[src/rtl/dacu_pkg.sv]
// Shared constants and the command type for the DAC update controller.
// Assumes a 5-bit byte offset space and 8-bit bus data.
package dacu_pkg;
    localparam int OFS_W  = 5;
    localparam int BYTE_W = 8;

    localparam logic [OFS_W-1:0] OFS_SIM_ON   = 5'h00;
    localparam logic [OFS_W-1:0] OFS_SIM_OFF  = 5'h02;
    localparam logic [OFS_W-1:0] OFS_IRQ_ON   = 5'h03;
    localparam logic [OFS_W-1:0] OFS_IRQ_OFF  = 5'h04;
    localparam logic [OFS_W-1:0] OFS_TMR_ON   = 5'h05;
    localparam logic [OFS_W-1:0] OFS_TMR_OFF  = 5'h06;
    localparam logic [OFS_W-1:0] OFS_UPD_HOLD = 5'h08;
    localparam logic [OFS_W-1:0] OFS_UPD_AUTO = 5'h0A;
    localparam logic [OFS_W-1:0] OFS_LIM_ON   = 5'h0E;
    localparam logic [OFS_W-1:0] OFS_LIM_OFF  = 5'h0F;

    typedef struct packed {
        logic sim_on;
        logic sim_off;
        logic irq_on;
        logic irq_off;
        logic tmr_on;
        logic tmr_off;
        logic upd_hold;
        logic upd_auto;
        logic lim_on;
        logic lim_off;
    } dacu_cmd_t;
endpackage

[src/rtl/dacu_cmd_dec.sv]
// Turns a read strobe at a command offset into a one-cycle command pulse.
// Assumes a read at any other offset has no effect.
module dacu_cmd_dec
    import dacu_pkg::*;
(
    input  logic             rd,
    input  logic [OFS_W-1:0] ofs,
    output dacu_cmd_t        cmd
);
    // Decode the read offset into a single command field.
    always_comb begin
        cmd = '0;
        if (rd) begin
            case (ofs)
                OFS_SIM_ON:   cmd.sim_on   = 1'b1;
                OFS_SIM_OFF:  cmd.sim_off  = 1'b1;
                OFS_IRQ_ON:   cmd.irq_on   = 1'b1;
                OFS_IRQ_OFF:  cmd.irq_off  = 1'b1;
                OFS_TMR_ON:   cmd.tmr_on   = 1'b1;
                OFS_TMR_OFF:  cmd.tmr_off  = 1'b1;
                OFS_UPD_HOLD: cmd.upd_hold = 1'b1;
                OFS_UPD_AUTO: cmd.upd_auto = 1'b1;
                OFS_LIM_ON:   cmd.lim_on   = 1'b1;
                OFS_LIM_OFF:  cmd.lim_off  = 1'b1;
                default:      cmd = '0;
            endcase
        end
    end
endmodule

[src/rtl/dacu_mode_ctrl.sv]
// Holds the update mode, the timer and interrupt enables, the restrict flag
// and the interrupt request. It produces the all-channel load strobe.
// Assumes command pulses last one cycle.
module dacu_mode_ctrl
    import dacu_pkg::*;
(
    input  logic      clk,
    input  logic      rst_n,
    input  dacu_cmd_t cmd,
    input  logic      tick,
    output logic      sim_mode,
    output logic      glob_load,
    output logic      lim_q,
    output logic      irq_q
);
    logic tmr_en_q;
    logic irq_en_q;
    logic irq_set;

    // Global load from the two update commands or from an enabled tick.
    assign glob_load = cmd.upd_hold | cmd.upd_auto | (tick & tmr_en_q);
    assign irq_set   = tick & irq_en_q;

    // Mode, enable and restrict registers.
    always_ff @(posedge clk) begin
        if (!rst_n) begin
            sim_mode <= 1'b1;
            tmr_en_q <= 1'b0;
            irq_en_q <= 1'b0;
            lim_q    <= 1'b1;
        end else begin
            if (cmd.sim_on || cmd.upd_hold)      sim_mode <= 1'b1;
            else if (cmd.sim_off || cmd.upd_auto) sim_mode <= 1'b0;
            if (cmd.tmr_on)       tmr_en_q <= 1'b1;
            else if (cmd.tmr_off) tmr_en_q <= 1'b0;
            if (cmd.irq_on)       irq_en_q <= 1'b1;
            else if (cmd.irq_off) irq_en_q <= 1'b0;
            if (cmd.lim_on)       lim_q <= 1'b1;
            else if (cmd.lim_off) lim_q <= 1'b0;
        end
    end

    // Level interrupt request: a set wins over the acknowledge in one cycle.
    always_ff @(posedge clk) begin
        if (!rst_n) irq_q <= 1'b0;
        else        irq_q <= irq_set | (irq_q & ~cmd.irq_on);
    end

    a_r8_reset_state: assert property (@(posedge clk) disable iff (!rst_n)
        !$past(rst_n) |-> (sim_mode && lim_q && !irq_q));
    a_r6_irq_holds: assert property (@(posedge clk) disable iff (!rst_n)
        (irq_q && !cmd.irq_on) |=> irq_q);
    a_r7_limit_on: assert property (@(posedge clk) disable iff (!rst_n)
        cmd.lim_on |=> lim_q);
    a_r4_auto_after: assert property (@(posedge clk) disable iff (!rst_n)
        cmd.upd_auto |=> !sim_mode);
endmodule

[src/rtl/dacu_channel.sv]
// One channel: a byte-written pre-load register and an output register.
// Assumes DW is greater than 8 and at most 16. The pre-load register is not
// reset, and the output register resets to zero.
module dacu_channel
    import dacu_pkg::*;
#(
    parameter int DW = 12
) (
    input  logic              clk,
    input  logic              rst_n,
    input  logic [BYTE_W-1:0] wdata,
    input  logic              we_lo,
    input  logic              we_hi,
    input  logic              auto_mode,
    input  logic              glob_load,
    output logic [DW-1:0]     out_q
);
    localparam int HI_W = DW - BYTE_W;

    logic [BYTE_W-1:0] pre_lo, pre_lo_nxt;
    logic [HI_W-1:0]   pre_hi, pre_hi_nxt;
    logic              load;

    // Merged pre-load value after this cycle's byte write.
    always_comb begin
        pre_lo_nxt = we_lo ? wdata : pre_lo;
        pre_hi_nxt = we_hi ? wdata[HI_W-1:0] : pre_hi;
    end

    assign load = glob_load | (we_hi & auto_mode);

    // Pre-load storage, left uncleared by reset.
    always_ff @(posedge clk) begin
        pre_lo <= pre_lo_nxt;
        pre_hi <= pre_hi_nxt;
    end

    // Output register loads the merged pre-load word.
    always_ff @(posedge clk) begin
        if (!rst_n)    out_q <= '0;
        else if (load) out_q <= {pre_hi_nxt, pre_lo_nxt};
    end

    a_r2_hold_unloaded: assert property (@(posedge clk) disable iff (!rst_n)
        (!glob_load && !(we_hi && auto_mode)) |=> $stable(out_q));
    a_r1_hi_nibble: assert property (@(posedge clk) disable iff (!rst_n)
        (we_hi && auto_mode) |=> (out_q[DW-1:BYTE_W] == $past(wdata[HI_W-1:0])));
endmodule

[src/rtl/dac_update_ctrl.sv]
// Top of the DAC double-buffer update controller. It decodes byte writes
// to the channels and read commands to the mode controller. Assumes
// NCH is at most 16 so that the channels fit in offsets 0..31.
module dac_update_ctrl
    import dacu_pkg::*;
#(
    parameter int NCH = 16,
    parameter int DW  = 12
) (
    input  logic              clk,
    input  logic              rst_n,
    input  logic [OFS_W-1:0]  bus_ofs,
    input  logic [BYTE_W-1:0] bus_wdata,
    input  logic              bus_wr,
    input  logic              bus_rd,
    input  logic              tick,
    output logic [NCH*DW-1:0] dac_out,
    output logic              out_limit,
    output logic              irq
);
    localparam int IDX_W = OFS_W - 1;

    dacu_cmd_t cmd;
    logic      sim_mode;
    logic      glob_load;

    dacu_cmd_dec u_dec (
        .rd  (bus_rd),
        .ofs (bus_ofs),
        .cmd (cmd)
    );

    dacu_mode_ctrl u_mode (
        .clk       (clk),
        .rst_n     (rst_n),
        .cmd       (cmd),
        .tick      (tick),
        .sim_mode  (sim_mode),
        .glob_load (glob_load),
        .lim_q     (out_limit),
        .irq_q     (irq)
    );

    for (genvar i = 0; i < NCH; i++) begin : g_ch
        logic sel;
        // Channel select from the upper offset bits.
        assign sel = bus_wr && (bus_ofs[OFS_W-1:1] == IDX_W'(i));

        dacu_channel #(.DW(DW)) u_ch (
            .clk       (clk),
            .rst_n     (rst_n),
            .wdata     (bus_wdata),
            .we_lo     (sel && !bus_ofs[0]),
            .we_hi     (sel && bus_ofs[0]),
            .auto_mode (!sim_mode),
            .glob_load (glob_load),
            .out_q     (dac_out[i*DW +: DW])
        );
    end
endmodule

[config.mk]
export PLATFORM = sky130hd
export DESIGN_NAME = dac_update_ctrl
export DESIGN_NICKNAME = d
export VERILOG_FILES = /design/src/rtl/dacu_pkg.sv /design/src/rtl/dacu_cmd_dec.sv /design/src/rtl/dacu_mode_ctrl.sv /design/src/rtl/dacu_channel.sv /design/src/rtl/dac_update_ctrl.sv
export SDC_FILE = /design/constraint.sdc
export NUM_CORES = 1
export LEC_CHECK = 0
export ABC_AREA = 0
export CORE_UTILIZATION = 45
export CTS_CLUSTER_SIZE = 25
export DETAILED_ROUTE_END_ITERATION = 8
export DONT_BUFFER_PORTS = 1
export GPL_TIMING_DRIVEN = 0
export PLACE_DENSITY = 0.65
export SLEW_MARGIN = 20
export SYNTH_ARGS = -nofsm -noshare
export SYNTH_HDL_FRONTEND = slang
export SYNTH_SLANG_ARGS = --single-unit
[constraint.sdc]
create_clock -name clk -period 4.3 [get_ports clk]
set_input_delay 0.645 -clock clk [delete_from_list [all_inputs] [get_ports clk]]
set_output_delay 0.645 -clock clk [all_outputs]
set_load 0.03 [all_outputs]
==> Implementation_results.wiki <==
{| class="wikitable"
! Metric !! Value
|-
| Reg power frac || between 50% and 60%
|-
| Routed vias || 9316
|-
| Final period util || a little over half
|-
| Fraction of layout instances using a drive strength above 1 || 32.0%
|-
| Post-synth EDFFs || 0
|-
| Net count reported at finish || 1237
|-
| Number of buffers inserted to repair setup after CTS || 0
|-
| Remaining Overflow, GRT || 0
|-
| Number of sinks driven by the clock tree || between 300 and 400
|-
| Count of mapped cells out of synthesis || around 1200
|-
| Total standard cell area after synthesis || between 10000 and 15000 sq um
|-
| Max capacitance violation total || 0
|-
| Iteration count of the initial detailed-routing pass || 5
|-
| Power density of the placed cells || ~530 nW/um^2
|-
| Worst Setup End Kind || flip-flop
|-
| Worst r2r path cells || 6
|-
| Cells resized by post-CTS repair || 0
|-
| Unrepaired setup endpoints after global routing || no
|-
| CP Launch Point || bus_ofs[2]
|-
| Number of hold buffers added after CTS || 0
|-
| Max_slew headroom || 27.4%
|-
| Category of the worst setup path launch point || input port
|-
| Hold Crit Depth || 1
|-
| Worst ir drop on vdd || around 0.32 mV
|-
| Floorplan die width || between 150 and 200 um
|-
| Actual slew at the worst max-slew pin || about 1100 ps
|-
| List of cells traversed by the critical path || buf_2 > o41ai_4 > buf_2 > nor2_1 > clkbuf_1 > o211a_1
|-
| Antenna violations before repair || 1
|-
| Clock tree root buffer cell || clkbuf_16
|-
| Final-report max-slew violation count || 0
|-
| Synthesized area per cell || approximately 12 sq um
|-
| Synthesis-to-layout area growth || 12.8%
|-
| Number of nets with antenna violations after detailed routing || 0
|-
| Switching pwr || 0.00205 W
|-
| Data required, critical path || between 4000 and 5000 ps
|-
| Final-layout setup total negative slack || 0 ps
|-
| Maximum achievable frequency || between 0.4 and 0.5 GHz
|-
| Status || finished clean
|-
| DP HPWL || around 25000 um
|-
| Final cell utilization of the core || ~52%
|-
| Die height || between 150 and 200 um
|-
| DRC violation count after routing || 0
|-
| Critical Path End || g_ch[0].u_ch.out_q[3]
|-
| I/O Buffers || 0
|-
| Total wire length after detailed routing || 37800 um
|-
| Max incr delay on CP || between 800 and 900 ps
|-
| Power share of the combinational group || roughly 8.8%
|-
| Clock slew at the register clock pins of the worst setup and hold paths || around 60 ps
|-
| Wire length of the first global-routing pass || 57700 um
|-
| Starting utilization of the core area || approximately 46%
|-
| Final critical path time including I/O delays and setup || 2360 ps
|-
| Standby leakage power || a little over 7 nW
|-
| Share of synthesized registers carrying an async set or reset || 0%
|-
| Clock skew || between 15 and 20 ps
|-
| Number of synthesized register bits || between 300 and 400
|-
| Switching fraction of total power || 23.9%
|-
| Worst reg2reg path endpoint || g_ch[0].u_ch.out_q[3]
|-
| CP Data Arrival Time || between 2000 and 3000 ps
|-
| Sequential element share of the synthesized area || roughly 54%
|-
| Detailed router's first-iteration violation count || between 400 and 500
|-
| Num ports || roughly 210
|-
| Total Die Area || about 33000 sq um
|-
| Clock tree from TritonCTS || built
|-
| Final routed wire length divided by cell count || 23.0 um
|-
| Source of the worst register-to-register timing path || u_mode.sim_mode
|-
| Library cell contributing the largest single delay on the critical path || o41ai_4
|-
| Type of the setup path with the least slack || in2reg
|-
| Clock tree buffer depth || 3
|-
| Number of clock buffers inserted by TritonCTS || 41
|-
| Number of global-route vias before repair || between 9000 and 10000
|-
| Placeable core region || roughly 30000 sq um
|-
| Placer Congestion || approximately 0.78
|-
| Number of distinct standard cells referenced by the synthesized netlist || 36
|-
| Number of levels in the clock H-tree || 2
|-
| Largest net degree at the start of global routing || 14
|-
| Yosys warns || 0
|-
| GR Util All Layers || ~23%
|-
| Biggest fanout along the worst timing path || 10
|-
| Path category of the worst min-delay check || in2reg
|-
| # rows || 64
|-
| Pint || approximately 0.0065 W
|-
| Most common cell on crit path || buf_2
|-
| Final setup vio count || 0
|-
| Synth Flop Type || dfxtp_1
|-
| Setup slack of the most critical reg-to-reg path || around 2200 ps
|-
| Insertion delay of the later-clocked pin in the worst-skew pair || roughly 540 ps
|-
| Routed vias/inst || roughly 5.7
|-
| Count of final hold-check violations || 0
|-
| Synthesized net count || around 1200
|-
| Share of power burned in the clock network || 41.0%
|}
## Yosys cell counts, types with 2 or more instances
library cell,count,area share (%)
nand2_1,14,0.37
o31a_1,24,1.5
nand2b_1,6,0.26
buf_4,7,0.37
nor2b_1,3,0.13
and4bb_2,3,0.26
nand2_2,2,0.087
o21ba_1,14,0.98
o211a_1,72,5.0
o31ai_1,98,5.1
o21ba_2,82,5.7
nand4bb_1,4,0.31
clkbuf_1,57,1.5
mux2_2,192,15
inv_1,2,0.052
nor2_2,6,0.26
o21a_1,24,1.3
or4_1,2,0.10
nor2_1,44,1.2
dfxtp_1,389,54
or3_1,73,3.2
a21boi_0,2,0.10
buf_2,41,1.4
nand4b_2,2,0.21
o21ai_0,2,0.070
## power groups by stage
| stage | Sequential (W) | Clock (W) | Combinational [W] |
|---|---|---|---|
| final | 0.00430 | 0.00352 | 0.000751 |
| after CTS | 0.00431 | 0.00358 | 0.000753 |
| after floorplan | 0.00433 | 0 | 0.000600 |
| after global placement | 0.00437 | 0 | 0.000726 |
| after global routing | 0.00435 | 0.00373 | 0.000826 |
| after detailed placement | 0.00438 | 0 | 0.000748 |
## routing by layer
metal | track usage (%) | share of wire (%) | vias to the layer above | routed length, um
li1 | - | - | 4414 | -
met1 | 28.0 | 42 | 4584 | 16000
met2 | 38.1 | 47 | 267 | 17700
met3 | 7.90 | 8.7 | 51 | 3270
met4 | 7.21 | 2.2 | 0 | 836
met5 | 0 | 0 | - | 0
## kinds of logic (layout without fill, tap and decap cells)
| group | after synthesis | after routing | synth area share (%) |
|---|---|---|---|
| flip-flops | 389 | 389 | 54.4 |
| AO/OA/AOI/OAI | 321 | 321 | 20.1 |
| multiplexers | 192 | 192 | 15.1 |
| AND/OR/NAND/NOR | 167 | 167 | 7.01 |
| buffers and inverters | 107 | 178 | 3.35 |
| other | 0 | 1 | 0 |
## critical path, delay by kind of cell
kind                   cells  cell delay, ps
AOI/OAI and AO/OA          2            1110
buffers and inverters      3             890
and+or+nand+nor            1             140
## sequential cells by signal (all words and copies together), names as in the netlist
| signal | flops |
|---|---|
| u_mode.lim_q | 1 |
| u_mode.irq_q | 1 |
| u_mode.sim_mode | 1 |
| g_ch.u_ch.out_q | 192 |
| u_mode.irq_en_q | 1 |
| u_mode.tmr_en_q | 1 |
| g_ch.u_ch.pre_lo | 128 |
| g_ch.u_ch.pre_hi | 64 |
## final cells by class
class	count	area [sq um]
buffer	105	472
multi-input combinational	680	6040
clock buffer	58	1140
fill	2753	14800
sequential	389	7790
antenna	1	2.50
inverter	2	7.51
clock inverter	13	188
tap	396	495
## stage by stage
step | hold WS [ps] | instance area (sq um) | std cells | power (W) | worst slack (ps)
after floorplan | 450 | 14300 | 1176 | 0.00493 | 2070
after global placement | 455 | 14800 | 1572 | 0.00509 | 1430
after detailed placement | 459 | 14800 | 1572 | 0.00513 | 1400
after CTS | 259 | 16100 | 1643 | 0.00864 | 1950
after global routing | 266 | 16100 | 1644 | 0.00891 | 1850
final | 279 | 16100 | 1644 | 0.00857 | 1940
## worst min-delay path by stage
stage / from / slack [ps] / endpoint
floorplan: g_ch[6].u_ch.pre_lo[0] / 450 / g_ch[6].u_ch.pre_lo[0]
global placement: g_ch[2].u_ch.pre_lo[7] / 450 / g_ch[2].u_ch.pre_lo[7]
detailed placement: g_ch[1].u_ch.pre_lo[1] / 460 / g_ch[1].u_ch.pre_lo[1]
CTS: bus_wdata[0] / 260 / g_ch[14].u_ch.pre_hi[0]
global route: bus_wdata[7] / 270 / g_ch[2].u_ch.pre_lo[7]
finish: bus_wdata[0] / 280 / g_ch[14].u_ch.pre_hi[0]
## cell usage in the layout, fill, tap and decap left out, types with 2 or more instances in the layout
master and count:
inv_6 2, o21ai_0 2, or3_1 73, a21boi_0 2, clkbuf_1 69, nand4b_2 2, o31a_1 24, nand2_2 2
o31ai_1 98, nand2_1 14, nand2b_1 6, o21a_1 24, buf_4 7, clkinv_2 6, bufinv_16 4, clkbuf_8 5
o21ba_1 14, o21ba_2 82, nor2_1 44, buf_2 41, nand4bb_1 4, clkbuf_16 41, nor2_2 6, nor2b_1 3
o211a_1 72, mux2_2 192, inv_1 2, and4bb_2 3, or4_1 2, dfxtp_1 389
No activity file was read; power rests on OpenSTA's default activity.
